===== config.mk =====
export PLATFORM = sky130hd
export DESIGN_NAME = lcd_timing_gen
export DESIGN_NICKNAME = d
export VERILOG_FILES = /design/src/rtl/lcdtg_pkg.sv /design/src/rtl/lcdtg_axis.sv /design/src/rtl/lcdtg_irq.sv /design/src/rtl/lcd_timing_gen.sv
export SDC_FILE = /design/constraint.sdc
export NUM_CORES = 1
export LEC_CHECK = 0
export ABC_CLOCK_PERIOD_IN_PS = 2400
export BUFFER_PORTS_ARGS = -buffer_cell sky130_fd_sc_hd__buf_2
export CORE_MARGIN = 2
export CORE_UTILIZATION = 35
export CTS_BUF_LIST = sky130_fd_sc_hd__clkbuf_16
export CTS_CLUSTER_SIZE = 12
export DETAILED_ROUTE_END_ITERATION = 16
export PLACE_DENSITY_LB_ADDON = 0.12
export REMOVE_ABC_BUFFERS = 1
export SETUP_SLACK_MARGIN = 0.05
export SLEW_MARGIN = 20
export SYNTH_ARGS = -nofsm -noshare
export SYNTH_HDL_FRONTEND = slang
export SYNTH_SLANG_ARGS = --single-unit

===== constraint.sdc =====
create_clock -name clk -period 2.4 [get_ports clk]
set_input_delay 0.24 -clock clk [delete_from_list [all_inputs] [get_ports clk]]
set_output_delay 0.24 -clock clk [all_outputs]
set_load 0.005 [all_outputs]

===== src/rtl/lcdtg_pkg.sv =====
package lcdtg_pkg;
  localparam int unsigned CNT_W = 12;
  localparam int unsigned POS_W = 16;

  typedef struct packed {
    logic sync;
    logic act;
  } axis_phase_t;
endpackage


===== src/rtl/lcdtg_axis.sv =====
module lcdtg_axis
  import lcdtg_pkg::*;
#(
  parameter int unsigned W = CNT_W
) (
  input  logic         clk,
  input  logic         rst_n,
  input  logic         run,
  input  logic         step,
  input  logic [W-1:0] sync_end,
  input  logic [W-1:0] bp_end,
  input  logic [W-1:0] act_end,
  input  logic [W-1:0] total,
  output logic [W-1:0] cnt,
  output logic         wrap,
  output axis_phase_t  phase
);
  logic [W-1:0] cnt_d;

  assign wrap = run && step && (cnt >= total);

  always_comb begin
    cnt_d = cnt;
    if (!run)       cnt_d = '0;
    else if (wrap)  cnt_d = '0;
    else if (step)  cnt_d = cnt + 1'b1;
  end

  always_ff @(posedge clk or negedge rst_n) begin
    if (!rst_n) cnt <= '0;
    else        cnt <= cnt_d;
  end

  always_comb begin
    phase.sync = run && (cnt <= sync_end);
    phase.act  = run && (cnt > bp_end) && (cnt <= act_end);
  end


  idle_zero_chk: assert property (@(posedge clk) disable iff (!rst_n)
    !run |=> cnt == '0);

  step_inc_chk: assert property (@(posedge clk) disable iff (!rst_n)
    (run && step && cnt < total) |=> cnt == $past(cnt) + 1'b1);

  hold_chk: assert property (@(posedge clk) disable iff (!rst_n)
    (run && !step) |=> $stable(cnt));
endmodule


===== src/rtl/lcdtg_irq.sv =====
module lcdtg_irq
  import lcdtg_pkg::*;
#(
  parameter int unsigned W = CNT_W
) (
  input  logic         clk,
  input  logic         rst_n,
  input  logic         run,
  input  logic [W-1:0] x,
  input  logic [W-1:0] y,
  input  logic [W-1:0] target,
  input  logic         clr,
  output logic         flag
);
  logic hit, flag_d;

  assign hit = run && (x == '0) && (y == target);

  always_comb begin
    flag_d = flag;
    if (clr) flag_d = 1'b0;
    if (hit) flag_d = 1'b1;
  end

  always_ff @(posedge clk or negedge rst_n) begin
    if (!rst_n) flag <= 1'b0;
    else        flag <= flag_d;
  end


  irq_sticky_chk: assert property (@(posedge clk) disable iff (!rst_n)
    (flag && !clr) |=> flag);

  irq_cause_chk: assert property (@(posedge clk) disable iff (!rst_n)
    $rose(flag) |-> ($past(y) == $past(target) && $past(x) == '0));
endmodule


===== src/rtl/lcd_timing_gen.sv =====
module lcd_timing_gen
  import lcdtg_pkg::*;
#(
  parameter int unsigned W  = CNT_W,
  parameter int unsigned PW = POS_W
) (
  input  logic          clk,
  input  logic          rst_n,
  input  logic          enable,
  input  logic          pix_ce,
  input  logic [W-1:0]  sync_h,
  input  logic [W-1:0]  bp_h,
  input  logic [W-1:0]  act_h,
  input  logic [W-1:0]  total_h,
  input  logic [W-1:0]  sync_v,
  input  logic [W-1:0]  bp_v,
  input  logic [W-1:0]  act_v,
  input  logic [W-1:0]  total_v,
  input  logic          pol_hs,
  input  logic          pol_vs,
  input  logic          pol_de,
  input  logic          pol_pclk,
  input  logic [W-1:0]  irq_line,
  input  logic          irq_clr,
  output logic          hsync,
  output logic          vsync,
  output logic          de,
  output logic          pclk_o,
  output logic [PW-1:0] pos_x,
  output logic [PW-1:0] pos_y,
  output logic          st_vde,
  output logic          st_hde,
  output logic          st_vsync,
  output logic          st_hsync,
  output logic          line_irq
);
  localparam int unsigned EXT = PW - W;

  logic [W-1:0] hcnt, vcnt;
  logic         hwrap, vwrap;
  axis_phase_t  hph, vph;
  logic         strobe_q, strobe_d;

  lcdtg_axis #(.W(W)) u_h (
    .clk(clk), .rst_n(rst_n), .run(enable), .step(pix_ce),
    .sync_end(sync_h), .bp_end(bp_h), .act_end(act_h), .total(total_h),
    .cnt(hcnt), .wrap(hwrap), .phase(hph)
  );

  lcdtg_axis #(.W(W)) u_v (
    .clk(clk), .rst_n(rst_n), .run(enable), .step(hwrap),
    .sync_end(sync_v), .bp_end(bp_v), .act_end(act_v), .total(total_v),
    .cnt(vcnt), .wrap(vwrap), .phase(vph)
  );

  lcdtg_irq #(.W(W)) u_irq (
    .clk(clk), .rst_n(rst_n), .run(enable), .x(hcnt), .y(vcnt),
    .target(irq_line), .clr(irq_clr), .flag(line_irq)
  );

  assign strobe_d = enable & pix_ce;

  always_ff @(posedge clk or negedge rst_n) begin
    if (!rst_n) strobe_q <= 1'b0;
    else        strobe_q <= strobe_d;
  end

  always_comb begin
    st_hsync = hph.sync;
    st_vsync = vph.sync;
    st_hde   = hph.act;
    st_vde   = vph.act;
    hsync    = st_hsync ? pol_hs : ~pol_hs;
    vsync    = st_vsync ? pol_vs : ~pol_vs;
    de       = (st_hde && st_vde) ? pol_de : ~pol_de;
    pclk_o   = strobe_q ? pol_pclk : ~pol_pclk;
    pos_x    = {{EXT{1'b0}}, hcnt};
    pos_y    = {{EXT{1'b0}}, vcnt};
  end


  v_step_chk: assert property (@(posedge clk) disable iff (!rst_n)
    (enable && !hwrap) |=> $stable(pos_y));

  v_wrap_chk: assert property (@(posedge clk) disable iff (!rst_n)
    (enable && hwrap && vwrap) |=> pos_y == '0);

  h_wrap_chk: assert property (@(posedge clk) disable iff (!rst_n)
    (enable && pix_ce && pos_x >= PW'(total_h)) |=> pos_x == '0);

  de_both_chk: assert property (@(posedge clk) disable iff (!rst_n)
    (de == pol_de) |-> (st_hde && st_vde));

  pos_ext_chk: assert property (@(posedge clk) disable iff (!rst_n)
    pos_x[PW-1:W] == '0 && pos_y[PW-1:W] == '0);
endmodule


# Yosys cells after proc, flatten, opt, wreduce, memory -nomap -nowiden
# Index checks and enable logic that the tools add are counted.
[classes] add_sub_neg=2 order_cmp=8 n_eq_ne=3 mux=12 bitwise=5 reduce_logical=15
[ops] operator="two-way mux 12 bit" n=6
[ops] operator="<= comparator 12 bit" n=4
[ops] operator="adder 12 x 1 -> 12 bit, second input constant" n=2
[ops] operator=">= comparator 12 bit" n=2
[ops] operator="greater-than comparator 12 bit" n=2
[ops] operator="logical AND 1 bit" n=13
[ops] operator="equality test 12 bit" n=1
[ops] operator="logical NOT 12 bit" n=1
[ops] operator="two-way mux 1 bit" n=6
[ops] operator="!= test 3 x 1 -> 1 bit, second input constant" n=2
[ops] operator="inverter 1 bit" n=4
[ops] operator="nonzero test 2 bit" n=1
[ops] operator="AND 1 bit" n=1
[totals] register_bits=26 inputBits=117 out_inout_bits=41 elab_cells=49

# Depth between registers and ports, before layout
# Gate-level depths: netlist of run 1.
[logic_depth] ltp_word=6 depth_mapped=10 depth_no_buf=9

# Modules after synthesis
# A second synthesis of run 1 with hierarchy kept.
[hier_totals] hier_cells=517 area_unflattened_um2=4080.2
[modules_own_cells] mod="lcdtg_axis at u_v" n_inst=1 cells_per_inst=240 area_per_inst_um2=1865.5 seq_area_each_um2=300.3
[modules_own_cells] mod="lcdtg_axis at u_h" n_inst=1 cells_per_inst=238 area_per_inst_um2=1854.3 seq_area_each_um2=300.3
[modules_own_cells] mod="lcdtg_irq" n_inst=1 cells_per_inst=23 area_per_inst_um2=226.5 seq_area_each_um2=25.0
[modules_own_cells] mod="lcd_timing_gen" n_inst=1 cells_per_inst=16 area_per_inst_um2=133.9 seq_area_each_um2=25.0

# Least setup slack after synthesis of run 1
# Ideal clock, no wire load.
[synth_path] path_type="flip-flop to output port" start="register u_h.cnt[5]" end="output port hsync" t_arrival_ns=1.945 t_required_ns=2.160 slack_ns=0.215 path_stages_with_launch=9 path_buffers=0 path_cell_list="dfrtp_1 -> ha_1 -> a21o_1 -> a21o_1 -> a21oi_1 -> nor2_1 -> a2111oi_0 -> o21a_1 -> xnor2_1"
[synth_via] elab_chain_len=3
[synth_lines] element="start: declaration" line="lcdtg_axis.sv:14" text="output logic [W-1:0] cnt,"
[synth_lines] element="start signal: assignment" line="lcdtg_axis.sv:31" text="else cnt <= cnt_d;"
[synth_lines] element="<= comparator 12 bit" line="lcdtg_axis.sv:35" text="phase.sync = run && (cnt <= sync_end);"
[synth_lines] element="logical AND 1 bit" line="lcdtg_axis.sv:35"
[synth_lines] element="named net st_hsync" line="lcd_timing_gen.sv:34" text="output logic st_hsync,"
[synth_lines] element="two-way mux 1 bit" line="lcd_timing_gen.sv:73" text="hsync = st_hsync ? pol_hs : ~pol_hs;"
[synth_lines] element="end: declaration" line="lcd_timing_gen.sv:25" text="output logic hsync,"
# The timed path passes the listed nets, and every way through them passes these cells.

# Worst setup path in the final report of run 1
[layout_path] start="register u_v.cnt[5]" end="output port de"
[layout_via] elab_chain_len=5 word_cells_on_any_way=6 cone_classes="order compare: 2; mux: 1; reduce/logical: 3"
[layout_lines] element="start: declaration" line="lcdtg_axis.sv:14"
[layout_lines] element="start signal: assignment" line="lcdtg_axis.sv:31"
[layout_lines] element="greater-than comparator 12 bit" line="lcdtg_axis.sv:36" text="phase.act = run && (cnt > bp_end) && (cnt <= act_end);"
[layout_lines] element="logical AND 1 bit" line="lcdtg_axis.sv:36"
[layout_lines] element="logical AND 1 bit *" line="lcdtg_axis.sv:36"
[layout_lines] element="logical AND 1 bit *" line="lcd_timing_gen.sv:75" text="de = (st_hde && st_vde) ? pol_de : ~pol_de;"
[layout_lines] element="two-way mux 1 bit *" line="lcd_timing_gen.sv:75"
[layout_lines] element="end: declaration" line="lcd_timing_gen.sv:27" text="output logic de,"
# Every way passes the cells marked *; elsewhere a longest branch is shown, timed or not.

==> results of run 1 <==
==> synth_stat cells, types with 2 or more instances <==
master / n
xor2_1: 14
nor2b_1: 12
nand4_1: 25
nor4_1: 5
buf_6: 2
dfrtp_1: 26
a21o_1: 25
o41ai_1: 2
xnor2_1: 10
o21ai_0: 14
a21oi_1: 25
a22o_1: 9
o22ai_1: 4
nand3_1: 13
nor2_1: 21
ha_1: 99
nor3_1: 6
o211ai_1: 2
buf_4: 8
a2111oi_0: 2
and2_1: 3
a31oi_1: 2
and3_1: 9
o21a_1: 8
a211oi_1: 7
nand2b_1: 2
nand2_1: 12
inv_1: 101
==> cells by family (layout without fill, tap and decap cells) <==
group / Yosys count / count (layout)
buffers and inverters: 113 / 311
AND/OR/NAND/NOR: 112 / 112
AO/OA/AOI/OAI: 111 / 111
adder cells (fa/ha/maj): 99 / 99
flip-flops: 26 / 26
XOR/XNOR: 24 / 24
multiplexers: 2 / 2
other: 1 / 8
==> worst max-delay path, cell delays in order, from the launching register on <==
cell and delay (ns):
dfrtp_2 0.45, buf_12 0.15, ha_1 0.30, a21o_1 0.17, nand3_1 0.07, a21oi_1 0.06
a211oi_1 0.28, a211oi_2 0.14, nand2_1 0.09, xor2_1 0.13, buf_2 0.12
==> stage by stage <==
step                setup WS [ns]  TNS [ns]  hold slack (ns)  utilization
finish                    -0.0724    -0.123          -0.0121        0.522
global route               -0.212    -0.582           0.0462        0.522
CTS                        -0.116    -0.289          0.00555        0.491
detailed placement        -0.0680    -0.544            0.283        0.462
global placement          -0.0390    -0.188            0.290        0.462
floorplan                   0.183         0          -0.0556            -
==> timing repair <==
item,in CTS,in global routing
pin swaps,23,30
setup buffers,16,9
gates resized for setup,30,65
gates cloned,0,1
endpoints found under the setup margin,18,28
==> worst min path at each step <==
stage,startpoint,end,slack (ns),cells after the start
global route,rst_n,u_h.cnt[0],0.05,1
detailed placement,rst_n,u_h.cnt[10],0.28,1
finish,rst_n,u_h.cnt[11],-0.01,1
floorplan,rst_n,strobe_q,-0.06,0
CTS,rst_n,u_h.cnt[10],0.006,1
global placement,rst_n,u_h.cnt[10],0.29,1
==> metal layers <==
layer | part of all wire | vias to the layer above | track usage
met1 | 0.44 | 1890 | 0.243
met3 | 0.055 | 11 | 0.0230
met2 | 0.49 | 144 | 0.344
met4 | 0.015 | 0 | 0.0392
met5 | 0 | - | 0
li1 | - | 2120 | -
==> power groups by stage <==
stage / combinational, mW / clock, mW / sequential [mW]
6_report: 0.439 / 0.380 / 0.460
5_1_grt: 0.497 / 0.399 / 0.461
4_1_cts: 0.407 / 0.385 / 0.459
3_5_place_dp: 0.386 / 0 / 0.468
3_3_place_gp: 0.377 / 0 / 0.468
2_1_floorplan: 0.199 / 0 / 0.465
==> state kept, by name, indices dropped and copies added, names as in the netlist <==
signal and cells:
u_h.cnt 12, u_v.cnt 12, strobe_q 1, u_irq.flag 1
==> cell type report <==
class,instances,area [um2],share of cell area
Multi-Input combinational cell,356,3200,0.558
Timing Repair Buffer,205,1230,0.214
Sequential cell,26,671,0.117
Inverter,102,383,0.0668
Tap cell,140,175,0.0305
Clock buffer,3,75.1,0.0131
Clock inverter,1,3.75,0.000654
==> results.sh, run 1 <==
export IMPL_status="complete, but fails checks"
export IMPL_violations="negative hold slack, negative setup slack"
export IMPL_syn_cell_area_um2=3990
export IMPL_r2r_end="u_v.cnt[5]"
export IMPL_hold_buffers=0
export IMPL_root_buffer="clkbuf_16"
export IMPL_path_clk_slew_ns=0.07
export IMPL_clkPwrFrac=0.297
export IMPL_worst_hold_path_type="input port to asynchronous set/reset pin"
export IMPL_synth_seq_cells=26
export IMPL_avgSynthCellArea_um2=8.18
export IMPL_ys_warnings_count=0
export IMPL_routedWlPerCell_um=14.9
export IMPL_ys_types=48
export IMPL_endpoint_kind="primary output"
export IMPL_nNetsFinal=910
export IMPL_synth_compound_area_frac=0.197
export IMPL_ir_drop_mv=0.183
export IMPL_ios=158
export IMPL_rows=38
export IMPL_yosysTopAreaCell="ha_1"
export IMPL_synth_edf_count=0
export IMPL_place_congestion=0.836
export IMPL_cts_sinks=26
export IMPL_finalClockSkew_ns=0.00402
export IMPL_required_ns=2.16
export IMPL_antenna_found_initial=0
export IMPL_combPwrFrac=0.343
export IMPL_grt_first_pass_wirelength_um=19400
export IMPL_internal_power_uw=886
export IMPL_p_leak_nw=3.39
export IMPL_r2r_start="u_h.cnt[9]"
export IMPL_diodes=0
export IMPL_drt_pass1_iter_count=4
export IMPL_finalMaxSlewViolations=0
export IMPL_drv_cap=0
export IMPL_syn_to_final_growth_pct=43.7
export IMPL_synth_fa_ha_area_frac=0.310
export IMPL_final_antenna_net_count=0
export IMPL_relSlewSlack=0.593
export IMPL_reg2reg_depth=9
export IMPL_drt_iter0_markers=165
export IMPL_fp_dieH_um=111
export IMPL_synth_top_cell_area_share=0.310
export IMPL_pwr_share_seq=0.360
export IMPL_placed_cell_area_um2=5080
export IMPL_track_usage=0.190
export IMPL_cp_start_kind="flop"
export IMPL_hold_slack_ns=-0.0121
export IMPL_timing_critical_path_from="u_v.cnt[5]"
export IMPL_final_cell_mix="buf_2, inv_1, ha_1"
export IMPL_timing_final_ws_setup_ns=-0.0724
export IMPL_synth_seq_area_share=0.163
export IMPL_die_w_um=111
export IMPL_synthSimpleGateAreaFrac=0.153
export IMPL_min_period_over_period=1.03
export IMPL_vias=4165
export IMPL_critPathArrivalTime_ns=2.23
export IMPL_dieArea_um2=12300
export IMPL_synth_top_family_by_area="adder cells"
export IMPL_synthMuxAreaShare=0.00533
export IMPL_grt_pass1_vias=4091
export IMPL_netSwitchingFraction=0.307
export IMPL_synth_area_top_cells="ha_1, dfrtp_1, inv_1"
export IMPL_syn_instance_count=488
export IMPL_power_mw=1.28
export IMPL_synth_xor_area_frac=0.0527
export IMPL_h_tree_depth=1
export IMPL_totalWireLength_um=12400
export IMPL_cts_tree="built"
export IMPL_drc=0
export IMPL_start_util=0.363
export IMPL_finalInstanceArea_um2=5740
export IMPL_hpwlAfterDp_um=9860
export IMPL_crit_path_max_fanout=3
export IMPL_vias_per_cell=5.00
export IMPL_layout_drive_gt1_share=0.407
export IMPL_overflow=0
export IMPL_critPathCapture="de"
export IMPL_portBuffers=149
export IMPL_setup_viol_count_final=3
export IMPL_cts_inserted_buffers=3
export IMPL_max_clock_path_buffers=2
export IMPL_grt_max_degree=27
export IMPL_synthFlopType="dfrtp_1"
export IMPL_final_common_cell="buf_2"
export IMPL_rsz0062_at_grt="yes"
export IMPL_finalHoldViolCount=19
export IMPL_clock_fmax_mhz=404
export IMPL_worst_pin_slew_ns=0.611
export IMPL_dpl_cell_count=803
export IMPL_synth_async_sr_flop_share=1.00
export IMPL_min_period_ns=2.47
export IMPL_powerDensity_nw_per_um2=223
export IMPL_final_cells=833
export IMPL_fillers=1053
export IMPL_p_sw_uw=392
export IMPL_r2r_slack_ns=0.06
export IMPL_core_area_um2=11000
export IMPL_critical_path_class="flop to primary output"
export IMPL_clock_latency_ns=0.26
No activity file was read; power rests on OpenSTA's default activity.
==> inputs of run 2 (changes only) <==
PLACE_DENSITY_LB_ADDON = 0.3   (was 0.12)
==> results.sh, run 2 (synthesized netlist as in run 1, its figures left out) <==
export IMPL_p_sw_uw=399
export IMPL_timing_final_ws_setup_ns=-0.118
export IMPL_endpoint_kind="primary output"
export IMPL_max_clock_path_buffers=2
export IMPL_diodes=0
export IMPL_syn_to_final_growth_pct=44.2
export IMPL_cpMaxStageDelayCell="dfrtp_1"
export IMPL_cp_buffers_inverters=2
export IMPL_path_clk_slew_ns=0.07
export IMPL_nNetsFinal=914
export IMPL_fin_setup_tns_ns=-0.202
export IMPL_crit_family="simple AND/OR/NAND/NOR gates"
export IMPL_core_area_um2=11000
export IMPL_antenna_found_initial=0
export IMPL_clock_fmax_mhz=397
export IMPL_slowest_delay_ns=0.44
export IMPL_dieArea_um2=12300
export IMPL_place_congestion=0.876
export IMPL_internal_power_uw=890
export IMPL_drt_iter0_markers=152
export IMPL_reg_top3="u_h.cnt (12), u_v.cnt (12)"
export IMPL_clock_latency_ns=0.26
export IMPL_grt_first_pass_wirelength_um=20600
export IMPL_start_util=0.363
export IMPL_critPathCapture="de"
export IMPL_power_mw=1.29
export IMPL_hold_buffers=0
export IMPL_cts_tree="built"
export IMPL_ios=158
export IMPL_reg2reg_depth=10
export IMPL_layout_drive_gt1_share=0.393
export IMPL_grt_pass1_vias=4439
export IMPL_cts_inserted_buffers=3
export IMPL_routedWlPerCell_um=15.3
export IMPL_vias=4264
export IMPL_relSlewSlack=0.573
export IMPL_final_antenna_net_count=0
export IMPL_worst_hold_path_type="input port to asynchronous set/reset pin"
export IMPL_clkPwrFrac=0.295
export IMPL_drt_pass1_iter_count=4
export IMPL_hpwlAfterDp_um=10000
export IMPL_status="complete, but fails checks"
export IMPL_critPathArrivalTime_ns=2.28
export IMPL_p_leak_nw=3.42
export IMPL_h_tree_depth=1
export IMPL_finalMaxSlewViolations=0
export IMPL_finalClockSkew_ns=0.00427
export IMPL_required_ns=2.16
export IMPL_dp_slack_ns=0.0294
export IMPL_netSwitchingFraction=0.310
export IMPL_cts_sinks=26
export IMPL_vias_per_cell=5.09
export IMPL_drv_cap=0
export IMPL_timing_critical_path_from="u_v.cnt[7]"
export IMPL_r2r_slack_ns=0.01
export IMPL_fin_util=0.524
export IMPL_critical_path_class="flop to primary output"
export IMPL_rows=38
export IMPL_crit_path_max_fanout=3
export IMPL_min_period_over_period=1.05
export IMPL_drc=0
export IMPL_violations="negative setup slack"
export IMPL_fillers=1044
export IMPL_rsz0062_at_grt="yes"
export IMPL_portBuffers=149
export IMPL_worstSetupPathDepth=10
export IMPL_fp_dieH_um=111
export IMPL_overflow=0
export IMPL_setup_viol_count_final=3
export IMPL_ir_drop_mv=0.148
export IMPL_cp_start_kind="flop"
export IMPL_root_buffer="clkbuf_16"
export IMPL_die_w_um=111
export IMPL_powerDensity_nw_per_um2=224
export IMPL_worst_pin_slew_ns=0.640
export IMPL_totalWireLength_um=12800
export IMPL_min_period_ns=2.52
export IMPL_r2r_end="u_v.cnt[11]"
export IMPL_track_usage=0.201
export IMPL_r2r_start="u_v.cnt[5]"
export IMPL_finalHoldViolCount=0
export IMPL_combPwrFrac=0.351
export IMPL_pwr_share_seq=0.353
export IMPL_path_cells="buf_6 -> ha_4 -> nand4_1 -> nor3_2 -> a21o_1 -> a31oi_2 -> a211oi_2 -> nand2_1 -> xor2_1 -> buf_2"
export IMPL_final_cell_mix="buf_2, inv_1, ha_1"
export IMPL_final_common_cell="buf_2"
export IMPL_grt_max_degree=27
## run 2: power by group through the flow
stage	registers (mW)	logic, mW	clock network, mW
after floorplan	0.465	0.199	0
after global placement	0.466	0.388	0
after detailed placement	0.466	0.401	0
after CTS	0.459	0.427	0.381
after global routing	0.456	0.511	0.397
final	0.455	0.453	0.381
## run 2: how the worst min path moves through the flow
stage	from	end	cells after the start
after floorplan	rst_n	strobe_q	0
after global placement	rst_n	u_h.cnt[11]	1
after detailed placement	rst_n	u_h.cnt[8]	1
after CTS	rst_n	u_h.cnt[8]	1
after global routing	rst_n	u_h.cnt[6]	1
final	rst_n	u_h.cnt[10]	1
## run 2: cell type report
| type | count | area, um2 | area share |
|---|---|---|---|
| Multi-Input combinational cell | 357 | 3200 | 0.557 |
| Timing Repair Buffer | 208 | 1240 | 0.216 |
| Sequential cell | 26 | 671 | 0.117 |
| Inverter | 102 | 383 | 0.0665 |
| Tap cell | 140 | 175 | 0.0304 |
| Clock buffer | 3 | 75.1 | 0.0130 |
| Clock inverter | 1 | 3.75 | 0.000652 |
## run 2: layer usage
metal	global-route usage	routed length (um)	up-vias
met3	0.0284	763	13
met2	0.376	6410	155
met5	0	0	-
li1	-	-	2122
met1	0.246	5440	1974
met4	0.0375	158	0
## run 2: timing repair
action / CTS / global route
pin swaps: 15 / 25
gates resized for setup: 39 / 32
endpoints found under the setup margin: 17 / 23
buffers inserted: 14 / 12
cloned: 1 / 0
## run 2: through the flow
step,hold slack (ns),cell area [um2],cells
detailed placement,0.301,5110,806
floorplan,-0.0556,3930,484
global placement,0.291,5110,806
finish,0.00146,5750,837
CTS,0.0257,5490,825
global route,0.0444,5750,837
